`config.mk`:
```
export PLATFORM = sky130hd
export DESIGN_NAME = line_alt_timer
export DESIGN_NICKNAME = d
export VERILOG_FILES = /design/src/rtl/line_alt_timer.sv
export SDC_FILE = /design/constraint.sdc
export NUM_CORES = 1
export LEC_CHECK = 0
export BUFFER_PORTS_ARGS = -buffer_cell sky130_fd_sc_hd__buf_2
export CORE_MARGIN = 2
export CORE_UTILIZATION = 37
export DETAILED_ROUTE_END_ITERATION = 12
export PLACE_DENSITY = 0.74
export SYNTH_ARGS = -nofsm -noshare
export SYNTH_HDL_FRONTEND = slang
export SYNTH_SLANG_ARGS = --single-unit
```
`constraint.sdc`:
```
create_clock -name clk -period 3.23 [get_ports clk]
set_input_delay 0 -clock clk [delete_from_list [all_inputs] [get_ports clk]]
set_output_delay 0 -clock clk [all_outputs]
set_load 0.01 [all_outputs]
```
`src/rtl/line_alt_timer.sv`:
```
module line_alt_timer #(
  parameter int LEN_W   = 13,
  parameter int NUM_OUT = 24
) (
  input  logic                 clk,
  input  logic                 rst_n,
  input  logic                 field_start,
  input  logic                 wide_en,
  input  logic [LEN_W-1:0]     len_even,
  input  logic                 len_even_top,
  input  logic [LEN_W-1:0]     len_odd,
  input  logic                 len_odd_top,
  input  logic [1:0]           rep_mode,
  input  logic [NUM_OUT-1:0]   grp_map_lo,
  input  logic [NUM_OUT-1:0]   grp_map_hi,
  input  logic [NUM_OUT-1:0]   pol_a,
  input  logic [NUM_OUT-1:0]   pol_b,
  input  logic [NUM_OUT-1:0]   pol_c,
  input  logic [NUM_OUT-1:0]   pol_d,
  output logic                 line_end,
  output logic                 line_odd,
  output logic [7:0]           grp_idx,
  output logic [2*NUM_OUT-1:0] out_idx,
  output logic [NUM_OUT-1:0]   out_pol
);
  localparam int CW = LEN_W + 1;
  localparam int NG = 4;

  logic [CW-1:0] cnt, len_sel, last;
  logic [1:0]    mode_q;
  logic          at_last;

  assign len_sel  = line_odd ? {wide_en & len_odd_top, len_odd}
                             : {wide_en & len_even_top, len_even};
  assign last     = (len_sel < CW'(2)) ? CW'(1) : len_sel - CW'(1);
  assign at_last  = (cnt >= last);
  assign line_end = at_last & ~field_start;

  always_ff @(posedge clk or negedge rst_n) begin
    if (!rst_n) begin
      cnt      <= '0;
      line_odd <= 1'b0;
      mode_q   <= 2'b00;
    end else if (field_start) begin
      cnt      <= '0;
      line_odd <= 1'b0;
      mode_q   <= rep_mode;
    end else if (at_last) begin
      cnt      <= '0;
      line_odd <= ~line_odd;
    end else begin
      cnt      <= cnt + CW'(1);
    end
  end

  logic [1:0] ph [NG];

  for (genvar g = 0; g < NG; g++) begin : g_grp
    logic [1:0] top;
    always_comb begin
      case (mode_q)
        2'b00:   top = 2'd0;
        2'b01:   top = 2'd1;
        2'b10:   top = 2'd2;
        default: top = (g == 0) ? 2'd3 : 2'd1;
      endcase
    end

    always_ff @(posedge clk or negedge rst_n) begin
      if (!rst_n)           ph[g] <= 2'd0;
      else if (field_start) ph[g] <= 2'd0;
      else if (line_end)    ph[g] <= (ph[g] >= top) ? 2'd0 : ph[g] + 2'd1;
    end

    assign grp_idx[2*g +: 2] = (g != 0 && mode_q == 2'b10) ? {1'b0, ph[g] != 2'd0} : ph[g];
  end

  logic [2*NUM_OUT-1:0] map_all;
  assign map_all = {grp_map_hi, grp_map_lo};

  for (genvar i = 0; i < NUM_OUT; i++) begin : g_out
    logic [1:0] code;
    logic [3:0] pv;
    assign code             = map_all[2*i +: 2];
    assign pv               = {pol_d[i], pol_c[i], pol_b[i], pol_a[i]};
    assign out_idx[2*i +: 2] = grp_idx[2*code +: 2];
    assign out_pol[i]        = pv[code];
  end

  p_wrap_after_end_r1: assert property (@(posedge clk) disable iff (!rst_n)
    line_end |=> cnt == '0);

  p_parity_flip_r4: assert property (@(posedge clk) disable iff (!rst_n)
    line_end |=> line_odd != $past(line_odd));

  p_field_clear_r5: assert property (@(posedge clk) disable iff (!rst_n)
    field_start |=> (cnt == '0 && !line_odd && grp_idx == 8'd0));

  p_single_zero_r6: assert property (@(posedge clk) disable iff (!rst_n)
    mode_q == 2'b00 |-> grp_idx == 8'd0);

  p_three_cycle_r8: assert property (@(posedge clk) disable iff (!rst_n)
    mode_q == 2'b10 |-> grp_idx[1:0] != 2'd3);

  p_mode_held_r10: assert property (@(posedge clk) disable iff (!rst_n)
    !field_start |=> $stable(mode_q));

  p_idx_held_r13: assert property (@(posedge clk) disable iff (!rst_n)
    (!line_end && !field_start) |=> $stable(grp_idx));
endmodule

```
==> results of run 1 <==
## synth_stat cells, drive strengths merged (2+ instances only)
master   count  area, sq um
nor4b        3         26.3
nand2b      12         75.1
a211oi       4         30.0
nand4        5         31.3
nand3        8         40.0
inv         13         48.8
nor2b        3         18.8
nor3        22          126
ha          27          338
a21o         2         15.0
mux4        72         1620
nor2        17         63.8
nor3b        6         55.1
a21oi       10         50.1
xnor2        9         78.8
clkbuf      19         72.6
dfrtp       25          626
mux2         6         67.6
xor2        10         87.6
a31o         3         26.3
nand2       22         82.6
o21ai        8         40.0
and3         2         12.5
mux2i       15          150
buf          9         65.1
a211o        4         35.0
nor4         2         27.5
a2111oi      3         26.3
## power by group through the flow
stage	registers (mW)	clock network [mW]	logic, mW
3_5_place_dp	0.332	0	0.405
4_1_cts	0.326	0.190	0.425
6_report	0.326	0.186	0.461
2_1_floorplan	0.330	0	0.180
3_3_place_gp	0.332	0	0.397
5_1_grt	0.328	0.203	0.492
## metal layers
metal | share of wire | GRT usage | vias to the layer above
li1 | - | - | 2021
met1 | 0.38 | 0.345 | 2278
met2 | 0.49 | 0.408 | 348
met3 | 0.094 | 0.0814 | 62
met4 | 0.034 | 0.121 | 6
met5 | 0.0025 | 0 | -
## path summary, 6_finish.rpt
path | startpoint | endpoint | slack [ns] | cells after the start
worst max-delay path | line_odd$_DFFE_PN0P_ | line_end | -0.22 | 15
worst min-delay path | rep_mode[1] | mode_q[1]$_DFFE_PN0P_ | 0.02 | 3
worst max register to register | line_odd$_DFFE_PN0P_ | ph[4]$_DFFE_PN0P_ | -0.20 | 14
worst min register to register | cnt[0]$_DFF_PN0_ | cnt[0]$_DFF_PN0_ | 0.56 | 1
max in group asynchronous | rst_n | line_odd$_DFFE_PN0P_ | 2.57 | 2
min in group asynchronous | rst_n | cnt[0]$_DFF_PN0_ | 0.25 | 2
## worst max-delay path, delay by kind of cell (launching register included)
family / cells / cell delay (ns)
buffers and inverters: 4 / 0.63
xor gates and xnor gates: 1 / 0.16
DFF: 1 / 0.47
adders and majority gates: 1 / 0.16
and+or+nand+nor: 4 / 0.73
AOI/OAI and AO/OA: 5 / 1.01
## stage by stage
step | util | instances | worst slack, ns
2_1_floorplan | - | 355 | 0.000966
3_3_place_gp | 0.523 | 753 | 0.0401
3_5_place_dp | 0.523 | 753 | -0.144
4_1_cts | 0.554 | 773 | -0.102
5_1_grt | 0.584 | 790 | -0.312
6_report | 0.585 | 791 | -0.219
## layout make-up
class	count	area, sq um	share of cell area
clock buffers	4	45.0	0.00717
inverters	13	48.8	0.00777
repair buffers	315	1810	0.289
well taps	140	175	0.0279
multi-input cells	289	3560	0.567
diodes	5	12.5	0.00199
flip-flops and latches	25	627	0.0998
## registers in the layout (all words and copies together) (netlist names)
register  count
line_odd      1
grp_idx       2
ph            6
cnt          14
mode_q        2
## cell families after synthesis
logic type / synth area share
compound gates: 0.0706
xor+xnor: 0.0412
fa+ha+maj: 0.0835
buf+inv: 0.0461
flops: 0.155
mux: 0.455
simple gates: 0.149
## timing repair
item                       CTS  global route
setup endpoints to repair   22            24
hold buffers                 2             0
hold endpoints to repair    26             0
pin swaps                   18            23
gates cloned                 1             1
buffers inserted            13            13
resized for setup           32            42
==> impl_metrics.csv, run 1 <==
group,metric,value,unit
run_status,outcome,"complete, but fails checks",
run_status,violations,"setup timing",
pwr,finalPower,0.973,mW
place,hpwl,12900,microns
sta,setup_viol,24,
yosys,synth-edff-count,0,
routing,drt-initial-drc-count,514,
yosys,ys_seq_area_frac,0.155,
grt,grt_pass1_wl,24000,microns
final_layout,nets,852,
sta,whs,0.0230,ns
pwr,switching_power,0.327,mW
pwr,switching_share,0.336,
clock_tree,clk_pin_slew_worst_paths,0.09,ns
run,drv_cap,0,
yosys,synth_warnings,0,
grt,gr-total-overflow,0,
die,die_x,109,microns
setup_path,cp-start-kind,"flop",
setup_path,path_cells,"clkbuf_16 -> nor3b_4 -> nor2_2 -> or3_1 -> xor2_1 -> a211o_1 -> ha_4 -> a211o_1 -> a21oi_2 -> o211ai_1 -> buf_4 -> a21oi_4 -> buf_6 -> nor2_4 -> buf_6",
grt,grt_max_degree,34,
final_layout,nFillCells,884,
sta,fin_crit_sh,1.07,
yosys,syn_nets,560,
setup_path,critPathRequiredTime,3.23,ns
place,dpl_cell_area,5620,sq um
sta,worstMarginPinSlew,1.04,ns
yosys,syn-cell-area,4040,sq um
final_layout,drive_gt1_frac,0.692,
sta,fin_skew,0.00296,ns
sta,fmax,290,MHz
setup_path,cp_max_fo,5,
routing,drcViolationCount,0,
pwr,pwr-share-clk,0.191,
final_layout,mostFrequentLayoutCells,"buf_2 (258), mux4_2 (72), buf_4 (42), dfrtp_1 (24)",
grt,grtUsageTotal,0.266,
sta,finalMaxSlewViolations,0,
die,die_area,11800,sq um
routing,num_vias,4715,
grt,antenna_found_initial,7,
place,gp_congestion,0.874,
pwr,combPwrFrac,0.474,
clock_tree,numCtsBuffers,3,
yosys,syn_area_per_cell,11.4,sq um
clock_tree,clock_latency,0.27,ns
routing,viasPerCell,5.96,
die,rows,38,
setup_path,worst-endpoint-arrival,3.45,ns
pwr,leakage,2.96,nW
final_layout,finalInstanceArea,6280,sq um
die,start_util,0.376,
setup_path,slowest_stage,"dfrtp_2",
pwr,power_density,155,nW/um^2
min_path,hold_path_class,"in -> reg",
final_layout,final_common_cell,"buf_2",
pwr,p_int,0.647,mW
clock_tree,htreeDepth,1,
yosys,netlist_instances,355,
yosys,synth_flop_cell,"dfrtp_1",
pwr,power_frac_seq,0.335,
routing,ant_nets,0,
yosys,async_flop_share,1.00,
clock_tree,clockBufferDepth,2,
setup_path,cp-end-kind,"output port",
setup_path,slowest_delay,0.47,ns
sta,setup_ws,-0.219,ns
clock_tree,cts_root_buffer,"clkbuf_8",
die,die_height,109,microns
place,portBuffers,259,
clock_tree,clock_sinks,25,
clock_tree,cts_tree,"yes",
grt,grt_pass1_vias,4345,
routing,drt_wl_total,17600,microns
final_layout,area.growth.synth_to_final,55.3,%
yosys,synth_seq_cells,25,
die,core,10700,sq um
sta,final_hold_viol_count,0,
die,io_pins,260,
setup_path,critPathKind,"reg -> out",
yosys,synth_cell_types,49,
sta,maxSlewHeadroom,0.306,
sta,min_period,3.45,ns
routing,firstDrtPassIters,5,
pwr,peakVddDrop,179,uV
sta,tns,-2.94,ns
routing,wl_per_cell,22.2,microns
sta,rsz0062_at_grt,"true",
Note: power is estimated with default switching activity, not from simulation.
==> run 2: changes to the inputs <==
--- a/config.mk
+++ b/config.mk
@@ -9,7 +9,7 @@
 export CORE_MARGIN = 2
 export CORE_UTILIZATION = 37
 export DETAILED_ROUTE_END_ITERATION = 12
-export PLACE_DENSITY = 0.74
+export PLACE_DENSITY = 0.78
 export SYNTH_ARGS = -nofsm -noshare
 export SYNTH_HDL_FRONTEND = slang
 export SYNTH_SLANG_ARGS = --single-unit
==> run 2 against run 1 <==
The run still ends with setup timing left. Non-clock buffer count shrank 3. Combinational power fell by 3%. Design area is 1.7% lower. Routed wire length decreased by 0.43%. Critical path depth up 1. Clock skew rose by 0.0025 ns. Via count is essentially flat. Clock power about the same. Largest cell class unchanged.
==> impl_metrics.csv, run 2 (synthesized netlist as in run 1, its figures left out) <==
group,metric,value,unit
grt,busiest_layer,"met2",
clock_tree,clockBufferDepth,2,
final_layout,largest-register,"cnt",
final_layout,largest_reg_flops,14,
die,rows,38,
clock_tree,clock_sinks,25,
sta,final_hold_viol_count,0,
sta,min_period,3.44,ns
setup_path,critPathRequiredTime,3.44,ns
grt,grtUsageTotal,0.266,
pwr,pwr-share-clk,0.192,
final_layout,nFillCells,880,
sta,maxSlewHeadroom,0.307,
sta,setup_viol,23,
place,hpwl,13300,microns
die,die_area,11800,sq um
pwr,power_frac_seq,0.341,
clock_tree,clock_latency,0.27,ns
pwr,combPwrFrac,0.466,
pwr,switching_power,0.320,mW
clock_tree,cts_tree,"yes",
die,die_x,109,microns
grt,antenna_found_initial,2,
clock_tree,htreeDepth,1,
final_layout,top_regs,"cnt: 14 flops, ph: 6 flops",
final_layout,nets,850,
run_status,outcome,"complete, but fails checks",
final_layout,final_common_cell,"buf_2",
final_layout,final_util,0.575,
grt,grt_pass1_wl,24000,microns
pwr,peakVddDrop,158,uV
final_layout,area.growth.synth_to_final,52.7,%
setup_path,cp-start-kind,"flop",
routing,drt-initial-drc-count,418,
routing,drcViolationCount,0,
place,dp.cells,757,
grt,grtUsageMet1,0.320,
place,gp_congestion,0.914,
grt,use_met3,0.0741,
clock_tree,clk_pin_slew_worst_paths,0.09,ns
grt,grt_max_degree,34,
sta,fmax,291,MHz
min_path,hold_path_class,"in -> async",
sta,setup_ws,-0.211,ns
routing,ant_nets,0,
pwr,p_int,0.637,mW
grt,grt_pass1_vias,4556,
place,place_ws,-0.171,ns
sta,rsz0062_at_grt,"true",
sta,whs,0.257,ns
clock_tree,cts_root_buffer,"clkbuf_8",
die,die_height,109,microns
place,dpl_cell_area,5660,sq um
routing,wl_per_cell,22.3,microns
grt,grtUsageMet2,0.457,
die,start_util,0.376,
die,io_pins,260,
final_layout,finalNonFillerCells,786,
final_layout,finalInstanceArea,6180,sq um
routing,firstDrtPassIters,6,
place,portBuffers,259,
sta,finalMaxSlewViolations,0,
setup_path,cp-end-kind,"flop",
pwr,finalPower,0.957,mW
setup_path,cp_max_fo,5,
sta,worstMarginPinSlew,1.04,ns
routing,drt_wl_total,17500,microns
setup_path,critPathKind,"reg -> reg",
pwr,leakage,2.92,nW
setup_path,worst-endpoint-arrival,3.66,ns
sta,tns,-2.48,ns
routing,viasPerCell,6.00,
grt,gr-total-overflow,0,
routing,num_vias,4718,
final_layout,drive_gt1_frac,0.674,
run,drv_cap,0,
pwr,switching_share,0.334,
final_layout,mostFrequentLayoutCells,"buf_2 (259), mux4_2 (72), buf_4 (38), dfrtp_1 (24), ha_1 (23)",
run_status,violations,"setup timing",
sta,fin_skew,0.00549,ns
pwr,power_density,155,nW/um^2
die,core,10700,sq um
sta,fin_crit_sh,1.07,
clock_tree,numCtsBuffers,3,
run 2: changes by cell type in the layout (fill, tap and decap cells not counted), moves of 2 or more:
cell,previous run,this run
nor3_4,5,2
ha_4,6,4
nor3_1,15,18
diode_2,5,2
a21oi_1,3,6
nor3b_2,1,4
buf_4,42,38
ha_1,21,23
buf_6,9,7
a21oi_2,6,3
nor3b_4,3,0
run 2: worst paths after layout:
| kind | from | to | slack, ns | cells after the start |
|---|---|---|---|---|
| max in group asynchronous | rst_n | line_odd$_DFFE_PN0P_ | 2.56 | 2 |
| worst max register to register | line_odd$_DFFE_PN0P_ | ph[4]$_DFFE_PN0P_ | -0.21 | 16 |
| worst max-delay path | line_odd$_DFFE_PN0P_ | ph[4]$_DFFE_PN0P_ | -0.21 | 16 |
| min in group clk | field_start | mode_q[1]$_DFFE_PN0P_ | 0.32 | 2 |
| worst min-delay path | rst_n | cnt[9]$_DFF_PN0_ | 0.26 | 2 |
| worst min register to register | mode_q[1]$_DFFE_PN0P_ | mode_q[1]$_DFFE_PN0P_ | 0.57 | 2 |
run 2: power by group through the flow:
stage | registers, mW | clock network, mW | logic, mW
floorplan | 0.330 | 0 | 0.180
global placement | 0.332 | 0 | 0.402
detailed placement | 0.332 | 0 | 0.413
CTS | 0.326 | 0.190 | 0.429
global route | 0.327 | 0.199 | 0.476
finish | 0.327 | 0.184 | 0.446
run 2: layer usage:
layer	up-vias	routed length (microns)
met5	-	13
met4	2	771
met3	68	1980
met2	363	8700
met1	2271	6040
li1	2014	-
run 2: worst max-delay path, stage by stage (launching register included):
cell       delay (ns)
dfrtp_2          0.44
buf_12           0.14
buf_16           0.12
nor3_1           0.25
o22ai_2          0.12
nor3_2           0.28
buf_2            0.20
nand2_1          0.09
buf_4            0.16
nand2_1          0.06
ha_1             0.23
o21ai_1          0.29
a211oi_4         0.13
buf_6            0.14
buf_4            0.15
a2111oi_1        0.44
a31o_2           0.16
run 2: layout make-up:
cell class / instances / area [sq um] / area share
diodes: 2 / 5.00 / 0.000810
clock buffers: 3 / 41.3 / 0.00669
clock inverters: 1 / 5.00 / 0.000810
inverters: 13 / 51.3 / 0.00831
multi-input cells: 290 / 3470 / 0.562
flip-flops and latches: 25 / 627 / 0.101
well taps: 140 / 175 / 0.0284
repair buffers: 312 / 1800 / 0.291
run 2: repair_timing:
| action | 4_1_cts | 5_1_grt |
|---|---|---|
| hold buffers | 3 | 0 |
| gates cloned | 2 | 2 |
| pin swaps | 11 | 7 |
| setup endpoints to repair | 22 | 24 |
| setup buffers | 10 | 7 |
| hold endpoints to repair | 27 | 0 |
| gates resized for setup | 28 | 25 |
